--- src/rtl/merge_pkg.sv ---
package merge_pkg;

    typedef enum logic [2:0] {
        ST_IDLE   = 3'd0,
        ST_SETUP  = 3'd1,
        ST_REQ    = 3'd2,
        ST_RETURN = 3'd3,
        ST_GRANT  = 3'd4
    } merge_state_t;

    typedef enum logic {
        SRC_UP  = 1'b0,
        SRC_LOC = 1'b1
    } merge_src_t;

endpackage

--- src/rtl/hs_sync.sv ---
module hs_sync #(
    parameter int STAGES = 2
) (
    input  logic clk,
    input  logic rst_n,
    input  logic d,
    output logic q
);
    generate
        if (STAGES <= 1) begin : g_single
            logic r;
            always_ff @(posedge clk or negedge rst_n) begin
                if (!rst_n) r <= 1'b0;
                else        r <= d;
            end
            assign q = r;
        end else begin : g_chain
            logic [STAGES-1:0] sr;
            always_ff @(posedge clk or negedge rst_n) begin
                if (!rst_n) sr <= '0;
                else        sr <= {sr[STAGES-2:0], d};
            end
            assign q = sr[STAGES-1];
        end
    endgenerate
endmodule

--- src/rtl/rr_pick.sv ---
module rr_pick
    import merge_pkg::*;
(
    input  logic       clk,
    input  logic       rst_n,
    input  logic       pend_up,
    input  logic       pend_loc,
    input  logic       take,
    output logic       any,
    output merge_src_t pick
);
    merge_src_t last_q;

    always_comb begin
        any = pend_up | pend_loc;
        if (pend_up && pend_loc)
            pick = (last_q == SRC_UP) ? SRC_LOC : SRC_UP;
        else if (pend_loc)
            pick = SRC_LOC;
        else
            pick = SRC_UP;
    end

    always_ff @(posedge clk or negedge rst_n) begin
        if (!rst_n)              last_q <= SRC_LOC;
        else if (take && any)    last_q <= pick;
    end
endmodule

--- src/rtl/word_latch.sv ---
module word_latch
    import merge_pkg::*;
#(
    parameter int DATA_W = 16
) (
    input  logic              clk,
    input  logic              rst_n,
    input  logic              load,
    input  merge_src_t        src,
    input  logic [DATA_W-1:0] up_word,
    input  logic [DATA_W-1:0] loc_word,
    output logic [DATA_W:0]   word_q
);
    logic [DATA_W-1:0] payload;

    assign payload = (src == SRC_LOC) ? loc_word : up_word;

    always_ff @(posedge clk or negedge rst_n) begin
        if (!rst_n)    word_q <= '0;
        else if (load) word_q <= {src == SRC_LOC, payload};
    end
endmodule

--- src/rtl/daisy_merge.sv ---
module daisy_merge
    import merge_pkg::*;
#(
    parameter int DATA_W      = 16,
    parameter int SYNC_STAGES = 2
) (
    input  logic              clk,
    input  logic              rst_n,
    input  logic              up_req,
    input  logic [DATA_W-1:0] up_data,
    output logic              up_ack,
    input  logic              loc_req,
    input  logic [DATA_W-1:0] loc_data,
    output logic              loc_ack,
    output logic              dn_req,
    output logic [DATA_W:0]   dn_data,
    input  logic              dn_ack
);
    localparam int WORD_W = DATA_W + 1;

    logic up_req_s, loc_req_s, dn_ack_s;
    logic any_pend, take;
    merge_src_t pick, sel_q;
    merge_state_t state_q, state_d;
    logic [WORD_W-1:0] word_q;
    logic sel_req_s;

    hs_sync #(.STAGES(SYNC_STAGES)) u_sync_up  (.clk(clk), .rst_n(rst_n), .d(up_req),  .q(up_req_s));
    hs_sync #(.STAGES(SYNC_STAGES)) u_sync_loc (.clk(clk), .rst_n(rst_n), .d(loc_req), .q(loc_req_s));
    hs_sync #(.STAGES(SYNC_STAGES)) u_sync_dn  (.clk(clk), .rst_n(rst_n), .d(dn_ack),  .q(dn_ack_s));

    assign take = (state_q == ST_IDLE) && any_pend;

    rr_pick u_pick (
        .clk      (clk),
        .rst_n    (rst_n),
        .pend_up  (up_req_s),
        .pend_loc (loc_req_s),
        .take     (take),
        .any      (any_pend),
        .pick     (pick)
    );

    word_latch #(.DATA_W(DATA_W)) u_word (
        .clk      (clk),
        .rst_n    (rst_n),
        .load     (take),
        .src      (pick),
        .up_word  (up_data),
        .loc_word (loc_data),
        .word_q   (word_q)
    );

    always_ff @(posedge clk or negedge rst_n) begin
        if (!rst_n)    sel_q <= SRC_UP;
        else if (take) sel_q <= pick;
    end

    assign sel_req_s = (sel_q == SRC_LOC) ? loc_req_s : up_req_s;

    // state register
    always_ff @(posedge clk or negedge rst_n) begin
        if (!rst_n) state_q <= ST_IDLE;
        else        state_q <= state_d;
    end

    // next state
    always_comb begin
        state_d = state_q;
        unique case (state_q)
            ST_IDLE:   if (any_pend)   state_d = ST_SETUP;
            ST_SETUP:                  state_d = ST_REQ;
            ST_REQ:    if (dn_ack_s)   state_d = ST_RETURN;
            ST_RETURN: if (!dn_ack_s)  state_d = ST_GRANT;
            ST_GRANT:  if (!sel_req_s) state_d = ST_IDLE;
            default:                   state_d = ST_IDLE;
        endcase
    end

    // outputs
    always_comb begin
        dn_req  = 1'b0;
        up_ack  = 1'b0;
        loc_ack = 1'b0;
        unique case (state_q)
            ST_REQ:   dn_req = 1'b1;
            ST_GRANT: begin
                up_ack  = (sel_q == SRC_UP);
                loc_ack = (sel_q == SRC_LOC);
            end
            default: ;
        endcase
    end

    assign dn_data = word_q;

endmodule

--- config.mk ---
export PLATFORM = sky130hd
export DESIGN_NAME = daisy_merge
export DESIGN_NICKNAME = d
export VERILOG_FILES = /design/src/rtl/merge_pkg.sv /design/src/rtl/hs_sync.sv /design/src/rtl/rr_pick.sv /design/src/rtl/word_latch.sv /design/src/rtl/daisy_merge.sv
export SDC_FILE = /design/constraint.sdc
export NUM_CORES = 1
export LEC_CHECK = 0
export BUFFER_PORTS_ARGS = -buffer_cell sky130_fd_sc_hd__buf_2
export CAP_MARGIN = 15
export CORE_ASPECT_RATIO = 1.1
export CORE_UTILIZATION = 48
export CTS_CLUSTER_DIAMETER = 30
export CTS_CLUSTER_SIZE = 10
export DETAILED_ROUTE_END_ITERATION = 12
export GPL_ROUTABILITY_DRIVEN = 0
export PLACE_DENSITY = 0.87
export SLEW_MARGIN = 15
export SYNTH_ARGS = -nofsm -noshare
export SYNTH_HDL_FRONTEND = slang
export SYNTH_SLANG_ARGS = --single-unit
--- constraint.sdc ---
create_clock -name clk -period 3.95 [get_ports clk]
set_input_delay 0 -clock clk [delete_from_list [all_inputs] [get_ports clk]]
set_output_delay 0 -clock clk [all_outputs]
set_load 0.1 [all_outputs]
Yosys cells after proc, flatten, opt, wreduce, memory -nomap -nowiden
Index checks and enable logic that the tools add are counted.
- bits in registers: 28
- bits in latches: 0
- memory bits (writable): 0
- bits in read-only memories: 0
- word-level logic and storage cells: 35
- memories kept: 0
- add/sub/neg operators: 0
- multiply operators: 0
- div/mod/pow operators: 0
- $lt $le $gt $ge: 0
- equality and inequality tests: 8
- shift-type cells: 0
- mux-type cells: 13
- bitwise logic cells: 2
- reductions and logical operators: 5
- operators with widths (kind ; count):
    $mux W16 ; 1
    $pmux W3 S5 ; 1
    $mux W3 ; 4
    $mux W1 ; 7
    $eq A3 B2 Y1 const B ; 2
    $ne A2 B2 Y1 const B ; 3
    $reduce_and A4 Y1 ; 1
    $eq A3 B1 Y1 const B ; 1
    $eq A3 B3 Y1 const B ; 1
    $logic_and A1 B1 Y1 ; 3
    $logic_not A3 Y1 ; 1
    $ne A2 B1 Y1 const B ; 1
    $not A1 Y1 ; 1
    $or A1 B1 Y1 ; 1

Logic depth before layout (Yosys ltp)
- depth in word-level cells: 3
- gate-level depth with buffers: 5
- gate-level depth less buffers: 3

Hierarchy
Synthesis repeated with hierarchy kept, for this count alone.
- cell total of the unflattened synthesis: 103
- area, all modules: 1211.2 µm²
- modules (own cells, without submodules) (module ; times used ; cells an instance ; area an instance (µm²) ; seq. area each (µm²)):
    word_latch ; 1 ; 72 ; 788.3 ; 425.4
    daisy_merge ; 1 ; 20 ; 221.5 ; 100.1
    hs_sync ; 3 ; 2 ; 50.0 ; 50.0
    rr_pick ; 1 ; 5 ; 51.3 ; 26.3

Worst setup path after synthesis
No wires, ideal clock.
- kind: flip-flop to output port
- start: register state_q[1]
- end: output port loc_ack
- arrival time: 1869 ps
- slack: 2081 ps
- stages on the path, launching flop included: 4
- buffers on the path: 0
- cells stage by stage: dfrtp_1 > nor2_1 > nand2_1 > nor2_1
- word-level cells in the longest chain between the ends: 2
- RTL lines (what ; line ; text):
    start: declaration ; daisy_merge.sv:24 ; merge_state_t state_q, state_d;
    start signal: assignment ; daisy_merge.sv:64 ; else state_q <= state_d;
    $eq A3 B3 Y1 ; daisy_merge.sv:85 ; unique case (state_q)
    $mux W1 ; daisy_merge.sv:85 ;
    end: declaration ; daisy_merge.sv:14 ; output logic loc_ack,
Every way passes these cells.

Final worst setup path
- start: register u_sync_loc.g_chain.sr[1]
- end: register u_word.word_q[14]
- word-level cells in the longest chain between the ends: 3
- elaborated cells between the ends (all ways): 6
- those cells by class: 3 x mux; 1 x bitwise; 2 x reduce/logical
- RTL lines (what ; line ; text):
    start: declaration ; hs_sync.sv:18 ; logic [STAGES-1:0] sr;
    start signal: assignment ; hs_sync.sv:21 ; else sr <= {sr[STAGES-2:0], d};
    $mux W1 or $logic_and A1 B1 Y1 (tied branches) ; rr_pick.sv:18, rr_pick.sv:16 ;
    $mux W1 ; rr_pick.sv:16 ; if (pend_up && pend_loc)
    $mux W16 ; word_latch.sv:16 ; assign payload = (src == SRC_LOC) ? loc_word : up_word;
    end signal: assignment ; word_latch.sv:20 ; else if (load) word_q <= {src == SRC_LOC, payload};
    end: declaration ; word_latch.sv:12 ; output logic [DATA_W:0] word_q
Parallel ways exist; a longest one is shown, timed or not.
A chain may end at the register's enable or synchronous reset.

==> run_results.csv <==
group,metric,value,unit
drt,drt-initial-drc-count,5,
clocking,cts-root-buf,"clkbuf_4",
min_path,hold_start,"loc_data[6]",
timing,grt_setup_unrepaired,"no",
min_path,min_path_cells,3,
clocking,clock_path_buffers,2,
min_path,hold_end,"u_word.word_q[6]$_DFFE_PN0P_",
yosys,synthCells,92,
final_layout,final_cells,190,
setup_path,cp_num_buf_inv,0,
yosys,netlist_area,0.00117,mm2
yosys,synth_top_area_share,0.555,
yosys,synth_top_family_by_area,"compound AO/OA/AOI/OAI gates",
global_route,first_global_vias,930,
clocking,htreeDepth,1,
global_route,gr-usage-all-layers,0.204,
setup_path,reg2reg_from,"u_sync_loc.g_chain.sr[1]$_DFF_PN0_",
timing,fmax,0.580,GHz
setup_path,ff2ff_setup_slack,2230,ps
timing,timing.hold.ws,0.413,ps
timing,tightest_slew,1040,ps
yosys,syn_nets,129,
timing,min_period_over_period,0.436,
floorplanning,rows,18,
floorplanning,start_util,0.515,
timing,slew_violations,0,
yosys,synth_area_leader_cell,"dfrtp_1",
floorplanning,ios,57,
timing,setup_viol_count_final,0,
floorplanning,coreArea,0.00227,mm2
final_layout,register_area,677,um2
yosys,synth_mux_area_frac,0.0181,
drt,vias_per_cell,5.45,
flow_run,cap_violations,0,
clocking,clock_latency,310,ps
drt,firstDrtPassIters,4,
setup_path,crit_chain,"nor2b_1 -> o32ai_1 -> a2bb2oi_1",
setup_path,slowest_delay,840,ps
setup_path,critical-path-slowest-cell,"nor2b_1",
final_layout,nets,198,
setup_path,startpoint_type,"flop",
timing,fin_worst_skew,5.60,ps
drt,drc,0,
setup_path,path_max_fanout,16,
timing,finalCriticalPeriod,1720,ps
drt,via_count,1036,
yosys,synth_compound_area_frac,0.282,
timing,slew-limit-headroom,0.305,
min_path,hold_class,"input port to flop",
yosys,synth_edf_count,0,
setup_path,cp.arrival,1960,ps
floorplanning,die-area,0.00264,mm2
place,hpwl,1870,um
clocking,cts_sinks,27,
yosys,synth.most_common_cell,"dfrtp_1",
clocking,cts_tree,"done",
yosys,synthSimpleGateAreaFrac,0.0448,
final_layout,syn_to_final_growth,38.0,%
place,dp.cells,169,
setup_path,end_kind,"flop",
yosys,synth_area_per_cell,12.7,um2
setup_path,r2r_cells,3,
drt,wl_per_cell,14.5,um
floorplanning,die_w,49.1,um
clocking,cts.clk_slew.worst_paths,130,ps
global_route,grt_max_degree,28,
setup_path,r2r-end,"u_word.word_q[14]$_DFFE_PN0P_",
final_layout,drive_gt1_frac,0.400,
yosys,yosys-top-cells-count,"dfrtp_1 (26), o32ai_1 (17), a2bb2oi_1 (16)",
yosys,synthFlopType,"dfrtp_1",
status,status,"finished, final reports clean",
clocking,postCtsSetupBuffers,0,
yosys,yosysWarnings,0,
global_route,antenna_found_initial,0,
place,io_buffers,56,
drt,drt_wl_total,2750,um
timing,hold_violations,0,
yosys,synth_seq_cells,27,
clocking,numCtsBuffers,3,
yosys,synthArstFlopShare,1.00,
yosys,netlist-cell-type-count,24,
yosys,synth-adder-area-share,0,
drt,drtAntennaViolNets,0,
yosys,ys_seq_area_frac,0.577,
setup_path,critPathKind,"flop to flop",
timing,tns,0,ps
yosys,synth_xor_area_frac,0,
final_layout,antenna-diode-count,0,
yosys,synth.area.top_cells,"dfrtp_1 (55%), o32ai_1 (13%), a2bb2oi_1 (12%), buf_6 (2.9%), dfstp_2 (2.2%)",
global_route,grt_pass1_wl,3970,um
final_layout,fill_cells,177,
setup_path,required,4190,ps
floorplanning,die-height,53.8,um
setup_path,critical_path.top_delay_family,"simple AND/OR/NAND/NOR gates",
final_layout,multiInputGateArea,404,um2
global_route,grt_overflow,0,
==> kinds of logic after synthesis <==
family,Yosys count
compound gates,39
flops,27
buf+inv,14
simple gates,10
mux,2
==> layer usage <==
metal,track usage,share of wire
met5,0,0
met2,0.368,0.53
met4,0.0686,0.0054
met1,0.255,0.42
met3,0.0254,0.042
==> worst max-delay path by stage <==
stage                                  startpoint                            end  slack (ps)  cells past startpoint
2_1_floorplan              state_q[1]$_DFFE_PN0P_                        loc_ack        2080                      3
3_3_place_gp               state_q[1]$_DFFE_PN0P_  u_word.word_q[10]$_DFFE_PN0P_        2350                      4
3_5_place_dp   u_sync_loc.g_chain.sr[1]$_DFF_PN0_   u_word.word_q[7]$_DFFE_PN0P_        2290                      3
4_1_cts        u_sync_loc.g_chain.sr[1]$_DFF_PN0_   u_word.word_q[7]$_DFFE_PN0P_        2250                      3
5_1_grt        u_sync_loc.g_chain.sr[1]$_DFF_PN0_  u_word.word_q[14]$_DFFE_PN0P_        2060                      3
6_report       u_sync_loc.g_chain.sr[1]$_DFF_PN0_  u_word.word_q[14]$_DFFE_PN0P_        2230                      3
==> area by class of cell <==
class,instances,share of cell area
Multi-Input combinational cell,51,0.250
Tap cell,30,0.0232
Sequential cell,27,0.418
Timing Repair Buffer,74,0.283
Clock buffer,4,0.0162
Inverter,4,0.00928
==> worst reg2reg max path, stage by stage, from the launching register on <==
cell       delay (ps)
dfrtp_1           420
nor2b_1           840
o32ai_1           190
a2bb2oi_1         210
==> metrics by stage <==
| stage | utilization | cell area [um2] | worst slack [ps] |
|---|---|---|---|
| after floorplan | - | 1170 | 2080 |
| after global placement | 0.625 | 1420 | 2350 |
| after detailed placement | 0.625 | 1420 | 2290 |
| after CTS | 0.702 | 1600 | 2250 |
| after global routing | 0.711 | 1620 | 2060 |
| final | 0.711 | 1620 | 2230 |
==> timing repair <==
item	4_1_cts	5_1_grt
gates resized for setup	0	0
hold buffers	15	2
hold endpoints to repair	40	2
==> state kept, by name (all words and copies together) (netlist names) <==
register / flops
u_sync_dn.g_chain.sr: 2
u_sync_loc.g_chain.sr: 2
u_pick.last_q: 1
u_word.word_q: 17
u_sync_up.g_chain.sr: 2
state_q: 3
==> cells in the final DEF (no fill, tap or decap) <==
cell type / synthesis / routed
a21bo_2: 1 / 1
a21oi_1: 1 / 1
a2bb2oi_1: 16 / 16
a31oi_1: 1 / 1
and3_1: 1 / 1
buf_2: 3 / 56
buf_4: 3 / 1
clkbuf_1: 0 / 1
clkbuf_4: 0 / 3
dfrtp_1: 26 / 26
dfstp_2: 1 / 1
dlygate4sd3_1: 0 / 17
inv_1: 4 / 4
mux2_2: 1 / 1
mux2i_1: 1 / 1
nand2_1: 1 / 1
nand2b_1: 1 / 1
nor2_1: 4 / 4
nor2b_1: 1 / 1
nor3_1: 1 / 1
nor3_2: 1 / 1
o21a_1: 1 / 1
o21ai_0: 1 / 1
o21bai_1: 1 / 1
o32ai_1: 17 / 17
Power is not shown: default switching activity piles up to over one toggle a cycle in this logic, so the estimate is an artifact.
